## config.mk

```make
export PLATFORM = sky130hd
export DESIGN_NAME = rxo_req_ctl
export DESIGN_NICKNAME = d
export VERILOG_FILES = /design/src/rtl/rxo_pkg.sv /design/src/rtl/rxo_count.sv /design/src/rtl/rxo_pack.sv /design/src/rtl/rxo_flags.sv /design/src/rtl/rxo_req_ctl.sv
export SDC_FILE = /design/constraint.sdc
export NUM_CORES = 1
export LEC_CHECK = 0
export ABC_CLOCK_PERIOD_IN_PS = 5700
export BUFFER_PORTS_ARGS = -buffer_cell sky130_fd_sc_hd__clkbuf_2
export CAP_MARGIN = 20
export CELL_PAD_IN_SITES_DETAIL_PLACEMENT = 2
export CELL_PAD_IN_SITES_GLOBAL_PLACEMENT = 2
export CORE_ASPECT_RATIO = 0.9
export CORE_MARGIN = 10
export CORE_UTILIZATION = 35
export CTS_CLUSTER_DIAMETER = 60
export DETAILED_ROUTE_END_ITERATION = 10
export PLACE_DENSITY = 0.89
export SYNTH_ARGS = -nofsm -noshare
export SYNTH_HDL_FRONTEND = slang
export SYNTH_SLANG_ARGS = --single-unit
```

## constraint.sdc

```tcl
create_clock -name clk -period 5.7 [get_ports clk]
set_input_delay 0.855 -clock clk [delete_from_list [all_inputs] [get_ports clk]]
set_output_delay 0.855 -clock clk [all_outputs]
set_load 0.005 [all_outputs]
```

## src/rtl/rxo_pkg.sv

```systemverilog
package rxo_pkg;
  // Status word layout
  localparam int STAT_W      = 32;
  localparam int STAT_OVF    = 0;
  localparam int STAT_RUN    = 1;
  localparam int STAT_VB_LSB = 28;
  localparam int STAT_VB_W   = 3;
endpackage

```

## src/rtl/rxo_count.sv

```systemverilog
module rxo_count #(
  parameter int CNT_W = 16
) (
  input  logic             clk,
  input  logic             rst_n,
  input  logic             load,
  input  logic [CNT_W-1:0] load_val,
  input  logic             take,
  output logic [CNT_W-1:0] todo,
  output logic             last,
  output logic             done
);
  logic [CNT_W-1:0] todo_q, todo_d;
  logic             done_q, done_d;
  logic             todo_en;

  assign last = (todo_q == CNT_W'(1));

  always_comb begin
    todo_d  = todo_q;
    todo_en = load | take;
    if (load)      todo_d = load_val;
    else if (take) todo_d = todo_q - CNT_W'(1);
    done_d  = take & last;
  end

  always_ff @(posedge clk or negedge rst_n) begin
    if (!rst_n) begin
      todo_q <= '0;
      done_q <= 1'b0;
    end else begin
      if (todo_en) todo_q <= todo_d;
      done_q <= done_d;
    end
  end

  assign todo = todo_q;
  assign done = done_q;
endmodule

```

## src/rtl/rxo_pack.sv

```systemverilog
module rxo_pack #(
  parameter int BYTE_W     = 8,
  parameter int WORD_BYTES = 4,
  parameter int VB_W       = 3
) (
  input  logic                         clk,
  input  logic                         rst_n,
  input  logic                         take,
  input  logic [BYTE_W-1:0]            byte_in,
  input  logic                         last,
  input  logic                         fifo_full,
  output logic                         fire,
  output logic [VB_W-1:0]              nvalid,
  output logic                         push,
  output logic [BYTE_W*WORD_BYTES-1:0] word
);
  localparam int WORD_W = BYTE_W * WORD_BYTES;
  localparam int IDX_W  = (WORD_BYTES > 1) ? $clog2(WORD_BYTES) : 1;

  logic [IDX_W-1:0]  idx_q, idx_d;
  logic [WORD_W-1:0] acc_q, acc_d, next_word;
  logic [WORD_W-1:0] word_q;
  logic              push_q, push_d;
  logic              word_en;

  always_comb begin
    if (idx_q == '0) next_word = WORD_W'(byte_in);
    else             next_word = {acc_q[WORD_W-BYTE_W-1:0], byte_in};
    fire    = take & ((idx_q == IDX_W'(WORD_BYTES-1)) | last);
    nvalid  = VB_W'(idx_q) + VB_W'(1);
    idx_d   = idx_q;
    acc_d   = acc_q;
    if (take) begin
      acc_d = next_word;
      idx_d = fire ? '0 : idx_q + IDX_W'(1);
    end
    push_d  = fire & ~fifo_full;
    word_en = push_d;
  end

  always_ff @(posedge clk or negedge rst_n) begin
    if (!rst_n) begin
      idx_q  <= '0;
      acc_q  <= '0;
      word_q <= '0;
      push_q <= 1'b0;
    end else begin
      if (take) begin
        idx_q <= idx_d;
        acc_q <= acc_d;
      end
      if (word_en) word_q <= next_word;
      push_q <= push_d;
    end
  end

  assign push = push_q;
  assign word = word_q;
endmodule

```

## src/rtl/rxo_flags.sv

```systemverilog
module rxo_flags #(
  parameter int VB_W = 3
) (
  input  logic            clk,
  input  logic            rst_n,
  input  logic            fire,
  input  logic [VB_W-1:0] nvalid,
  input  logic            fifo_full,
  input  logic            err_clr,
  output logic [VB_W-1:0] vb,
  output logic            ovf
);
  logic [VB_W-1:0] vb_q;
  logic            ovf_q, ovf_d;

  always_comb begin
    ovf_d = (ovf_q & ~err_clr) | (fire & fifo_full);
  end

  always_ff @(posedge clk or negedge rst_n) begin
    if (!rst_n) begin
      vb_q  <= '0;
      ovf_q <= 1'b0;
    end else begin
      if (fire) vb_q <= nvalid;
      ovf_q <= ovf_d;
    end
  end

  assign vb  = vb_q;
  assign ovf = ovf_q;
endmodule

```

## src/rtl/rxo_req_ctl.sv

```systemverilog
module rxo_req_ctl
  import rxo_pkg::*;
#(
  parameter int CNT_W      = 16,
  parameter int BYTE_W     = 8,
  parameter int WORD_BYTES = 4
) (
  input  logic                         clk,
  input  logic                         rst_n,
  input  logic                         req_wr_i,
  input  logic [CNT_W-1:0]             req_count_i,
  input  logic                         err_clr_i,
  input  logic                         byte_vld_i,
  input  logic [BYTE_W-1:0]            byte_i,
  input  logic                         fifo_full_i,
  input  logic                         idle_lvl_i,
  output logic [CNT_W-1:0]             todo_o,
  output logic                         run_o,
  output logic                         done_o,
  output logic                         push_o,
  output logic [BYTE_W*WORD_BYTES-1:0] push_word_o,
  output logic [STAT_W-1:0]            status_o,
  output logic                         sdo_o
);
  localparam int VB_W = STAT_VB_W;

  logic [CNT_W-1:0] todo;
  logic             busy, take, load, last, fire;
  logic [VB_W-1:0]  nvalid, vb;
  logic             ovf;

  assign busy = (todo != '0);
  assign take = byte_vld_i & busy;
  assign load = req_wr_i & ~busy;

  rxo_count #(.CNT_W(CNT_W)) u_count (
    .clk(clk), .rst_n(rst_n), .load(load), .load_val(req_count_i),
    .take(take), .todo(todo), .last(last), .done(done_o)
  );

  rxo_pack #(.BYTE_W(BYTE_W), .WORD_BYTES(WORD_BYTES), .VB_W(VB_W)) u_pack (
    .clk(clk), .rst_n(rst_n), .take(take), .byte_in(byte_i), .last(last),
    .fifo_full(fifo_full_i), .fire(fire), .nvalid(nvalid),
    .push(push_o), .word(push_word_o)
  );

  rxo_flags #(.VB_W(VB_W)) u_flags (
    .clk(clk), .rst_n(rst_n), .fire(fire), .nvalid(nvalid),
    .fifo_full(fifo_full_i), .err_clr(err_clr_i), .vb(vb), .ovf(ovf)
  );

  always_comb begin
    status_o = '0;
    status_o[STAT_VB_LSB +: STAT_VB_W] = vb;
    status_o[STAT_RUN] = busy;
    status_o[STAT_OVF] = ovf;
  end

  assign todo_o = todo;
  assign run_o  = busy;
  assign sdo_o  = idle_lvl_i;
endmodule

```

== Yosys cells after proc, flatten, opt, wreduce, memory -nomap -nowiden ==
Index checks and enable logic that the tools add are counted.
Cells by class
  add/subtract/negate cells: 3
  multiply operators: 0
  div/mod/pow operators: 0
  magnitude comparators: 0
  equal/unequal tests: 2
  shift operators: 0
  multiplexer cells: 4
  bitwise operators: 13
  reductions and logical operators: 4
Operator list (number)
  $mux 16: 2
  $mux 32: 1
  $eq 16x1->1 const B: 1
  $reduce_bool 16->1: 1
  $sub 16x1->16 const B: 1
  $and 1x1->1: 7
  $add 2x1->3 const B: 1
  $not 1->1: 3
  $or 1x1->1: 3
  $add 2x1->2 const B: 1
  $eq 2x2->1 const B: 1
  $logic_not 2->1: 1
  $mux 2: 1
  $reduce_and 2->1: 1
  $reduce_bool 2->1: 1
Storage, ports and cells
  register bits: 80
  bits in latches: 0
  bits in writable memories: 0
  bits in read-only memories: 0
  bits of input ports: 31
  output and inout bits: 84
  memories: 0

== Longest topological paths before layout ==
  depth after elaboration: 5
  mapped depth: 10

== Hierarchy ==
A second synthesis with hierarchy kept.
Second synthesis, totals
  cell total of the unflattened synthesis: 331
  area, all modules: 3852.4 um^2
Modules (own cells, without submodules)
  rxo_pack: times used 1, cells an instance 178, area each 2466.1 um^2, seq. area each 1476.4 um^2
  rxo_count: times used 1, cells an instance 104, area each 959.7 um^2, seq. area each 425.4 um^2
  rxo_req_ctl: times used 1, cells an instance 39, area each 280.3 um^2, seq. area each 0.0 um^2
  rxo_flags: times used 1, cells an instance 10, area each 146.4 um^2, seq. area each 100.1 um^2

== Least setup slack after synthesis ==
OpenSTA, ideal clock, no wires.
  path type: reg2out
  from: reg u_count.todo_q[0] (netlist: u_count.todo[0])
  to: out status_o[1]
  arrival time: 1532 ps
  data required time: 4845 ps
  path slack: 3313 ps
  cell stages (with the launch flop): 8
  cells stage by stage: dfrtp_1 > inv_1 > ha_1 > nor3b_2 > nand2_1 > nor2_1 > inv_1 > buf_4
Between the ends
  word-level cells in the longest chain between the ends: 1
RTL lines
  start: declaration: RTL line rxo_count.sv:13  | logic [CNT_W-1:0] todo_q, todo_d;
  start signal: assignment: RTL line rxo_count.sv:32  | if (todo_en) todo_q <= todo_d;
  $reduce_bool 16->1: RTL line rxo_req_ctl.sv:32  | assign busy = (todo != '0);
  end: declaration: RTL line rxo_req_ctl.sv:22  | output logic [STAT_W-1:0] status_o,
No other way between the ends.

== Worst setup path after layout ==
  from: reg u_count.todo_q[1] (netlist: u_count.todo[1])
  to: out run_o
Between the ends
  word-level cells in the longest chain between the ends: 1
RTL lines
  $reduce_bool 16->1: RTL line rxo_req_ctl.sv:32
  end: declaration: RTL line rxo_req_ctl.sv:18  | output logic run_o,
No other way between the ends.

==> run summary <==
Synth Cell Area: 0.003996 sq mm
R2R depth: 10
crit end category: primary output
DP Wirelength: 8774 um
die height: 121.4 um
CP arrival: 2.42 ns
post-synthesis area per instance: 10.77 sq um
FFs w/ async S/R, synth: 1.000
Root Buffer: clkbuf_16
CTS H-Tree Depth: 3
cell accounting for the most synthesized area: dfrtp_1
total of max-cap violations: 0
# IOs: 115
vias in the first global route: 3555
final setup fails: 0
Post-CTS Setup Bufs: 0
crit start category: flop
predominant post-synthesis flop cell: dfrtp_1
RSZ-0062 raised after global routing: no
Tightest Hold Check Type: in2async
Starting Density: 0.3636
CP required: 4.85 ns
Slew HR: 0.3913
Netlist cell types: 56
core region area: 0.01099 sq mm
TritonRoute pass-1 iters: 4
post-layout min period: 3.277 ns
reg-to-reg critical path endpoint: u_pack.word[23]
Lkg Pwr: 2.379 nW
share of cells above drive strength 1: 0.3253
Post-synth EDFFs: 0
CTS buffer count: 9
final hold slack: 0.3820 ns
drt drc: 0
Routed WL: 13320 um
Core Rows: 36
via count: 3085
critical path type: reg2out
setup tns final: 0 ns
synth warn: 0
CTS tree: done
R2R setup slack: 2.63 ns
post-CTS resize count: 0
ANT cells: 0
antenna-violating nets left: 0
CP Max Fanout: 9
CTS Buffer Depth: 2
FMAX: 0.3052 GHz
Fin Clk Skew: 0.01008 ns
Peak VDD IR: 0.1426 mV
Vias per Instance: 5.057
synthesized flop and latch total: 80
Clock Latency Late Sink: 0.35 ns
Slew Limit Fails: 0
drt initial violations: 225
largest net degree at the start of global routing: 81
Syn-to-layout area delta: 19.51%
Area contributors post-synth: dfrtp_1 (50%), mux2_4 (9.4%), nand2_1 (7.2%)
worst-margin pin slew: 0.9131 ns
status: finished, final reports clean
initial antenna violation count: 0
DR WL/cell: 21.83 um
DIE AREA: 0.01610 sq mm
Seq/Total Area, Yosys: 0.5009
hold buffers post-CTS: 0
first-pass GRT wire length: 20650 um
RePlAce Congestion: 0.8618
# fillers: 1169
I/O Buffers: 85
P per Cell Area: 438.1 mW/mm^2
Final #Nets: 488
chip width: 132.6 um
Reg2Reg Launch Point: u_count.todo[1]
global route overflow: 0
CTS clk-pin slew, worst paths: 0.07 ns
clk sinks: 80
Fin. Hold Viols: 0
global-route usage over all layers: 0.1605
final worst path period share: 0.5748
Synth top area share: 0.5009
Syn Inst Count: 371
## cells in the mapped netlist (2+ instances only)
master     n
dfrtp_1   80
nand2_1   77
buf_4     30
mux2_4    25
nor2b_1   21
inv_1     15
o21ai_0   11
clkbuf_1   9
nor2_1     8
mux2i_1    7
nor3_1     7
a21oi_1    6
nand3_1    6
mux2_2     5
nand2b_1   5
ha_1       4
or4_1      4
buf_12     3
nor4_1     3
or3_1      3
a211oi_1   2
a22oi_1    2
buf_2      2
nand4_1    2
o221a_2    2
o32ai_1    2
## stage by stage
stage | cell area [sq um] | util | cells | power, mW | setup slack [ns]
after floorplan | 4094 | - | 397 | 1.187 | 3.313
after global placement | 4405 | 0.4008 | 592 | 1.408 | 2.749
after detailed placement | 4405 | 0.4008 | 592 | 1.459 | 2.652
after CTS | 4721 | 0.4295 | 608 | 2.103 | 2.483
after global routing | 4776 | 0.4345 | 610 | 2.207 | 2.317
final | 4776 | 0.4345 | 610 | 2.092 | 2.423
## kinds of logic after synthesis
group | after synthesis | synth area share
xor+xnor | 1 | 0.002192
buf+inv | 59 | 0.09643
mux | 37 | 0.1255
flops | 80 | 0.5009
simple gates | 150 | 0.1913
other cells | 1 | 0.0009384
fa+ha+maj | 4 | 0.01252
compound gates | 39 | 0.07014
## report_power, final
| group | switching (mW) | internal [mW] |
|---|---|---|
| Combinational | 0.295 | 0.290 |
| Sequential | 0.147 | 0.732 |
| Clock | 0.261 | 0.367 |
| Total | 0.703 | 1.39 |
## state kept, by name (all words and copies together) (netlist names)
register	count
u_pack.acc_q	24
u_flags.ovf	1
u_pack.word	32
u_pack.push	1
u_count.todo	16
u_pack.idx_q	2
u_flags.vb	3
u_count.done	1
## worst max-delay path: stages, from the launching register on
cell and delay (ns):
dfrtp_1 0.43, inv_1 0.13, ha_1 0.21, nor3b_2 0.54, nand2_1 0.26, nor2_1 0.27
inv_1 0.12, clkbuf_2 0.13
## routing by layer
metal | vias up | share of wire | GRT usage
li1 | 1374 | - | -
met1 | 1576 | 0.42 | 0.1967
met2 | 104 | 0.51 | 0.2725
met3 | 31 | 0.035 | 0.03560
met4 | 0 | 0.030 | 0.05769
met5 | - | 0 | 0
## cells in the final DEF, fill, tap and decap left out, drive strengths merged, types with 5 or more instances in the layout
master	synthesis	routed
nand2b	5	5
nand2	78	78
conb	1	27
o21ai	11	11
nor4	5	5
dfrtp	80	80
a21oi	7	7
mux2i	7	7
inv	15	17
nor2	8	8
nand3	6	6
mux2	30	30
buf	35	5
or4	5	5
or3	5	5
nor3	8	8
nor2b	21	21
clkbuf	9	95
## how the worst max path moves through the flow
stage / endpoint / slack, ns / startpoint / depth (start not counted)
global placement: u_pack.word[0] / 2.75 / byte_vld_i / 6
global route: run_o / 2.32 / u_count.todo[0] / 7
CTS: run_o / 2.48 / u_count.todo[1] / 7
floorplan: status_o[1] / 3.31 / u_count.todo[0] / 7
finish: run_o / 2.42 / u_count.todo[1] / 7
detailed placement: u_pack.word[0] / 2.65 / byte_vld_i / 6
## final cells by class
class | count | area (sq um) | share of cell area
repair buffers | 89 | 498.0 | 0.1043
clock buffers | 11 | 252.7 | 0.05292
well taps | 152 | 190.2 | 0.03982
flip-flops and latches | 80 | 2002 | 0.4192
multi-input cells | 258 | 1714 | 0.3589
inverters | 15 | 56.30 | 0.01179
clock inverters | 5 | 62.56 | 0.01310
Note: power is estimated with default switching activity, not from simulation.
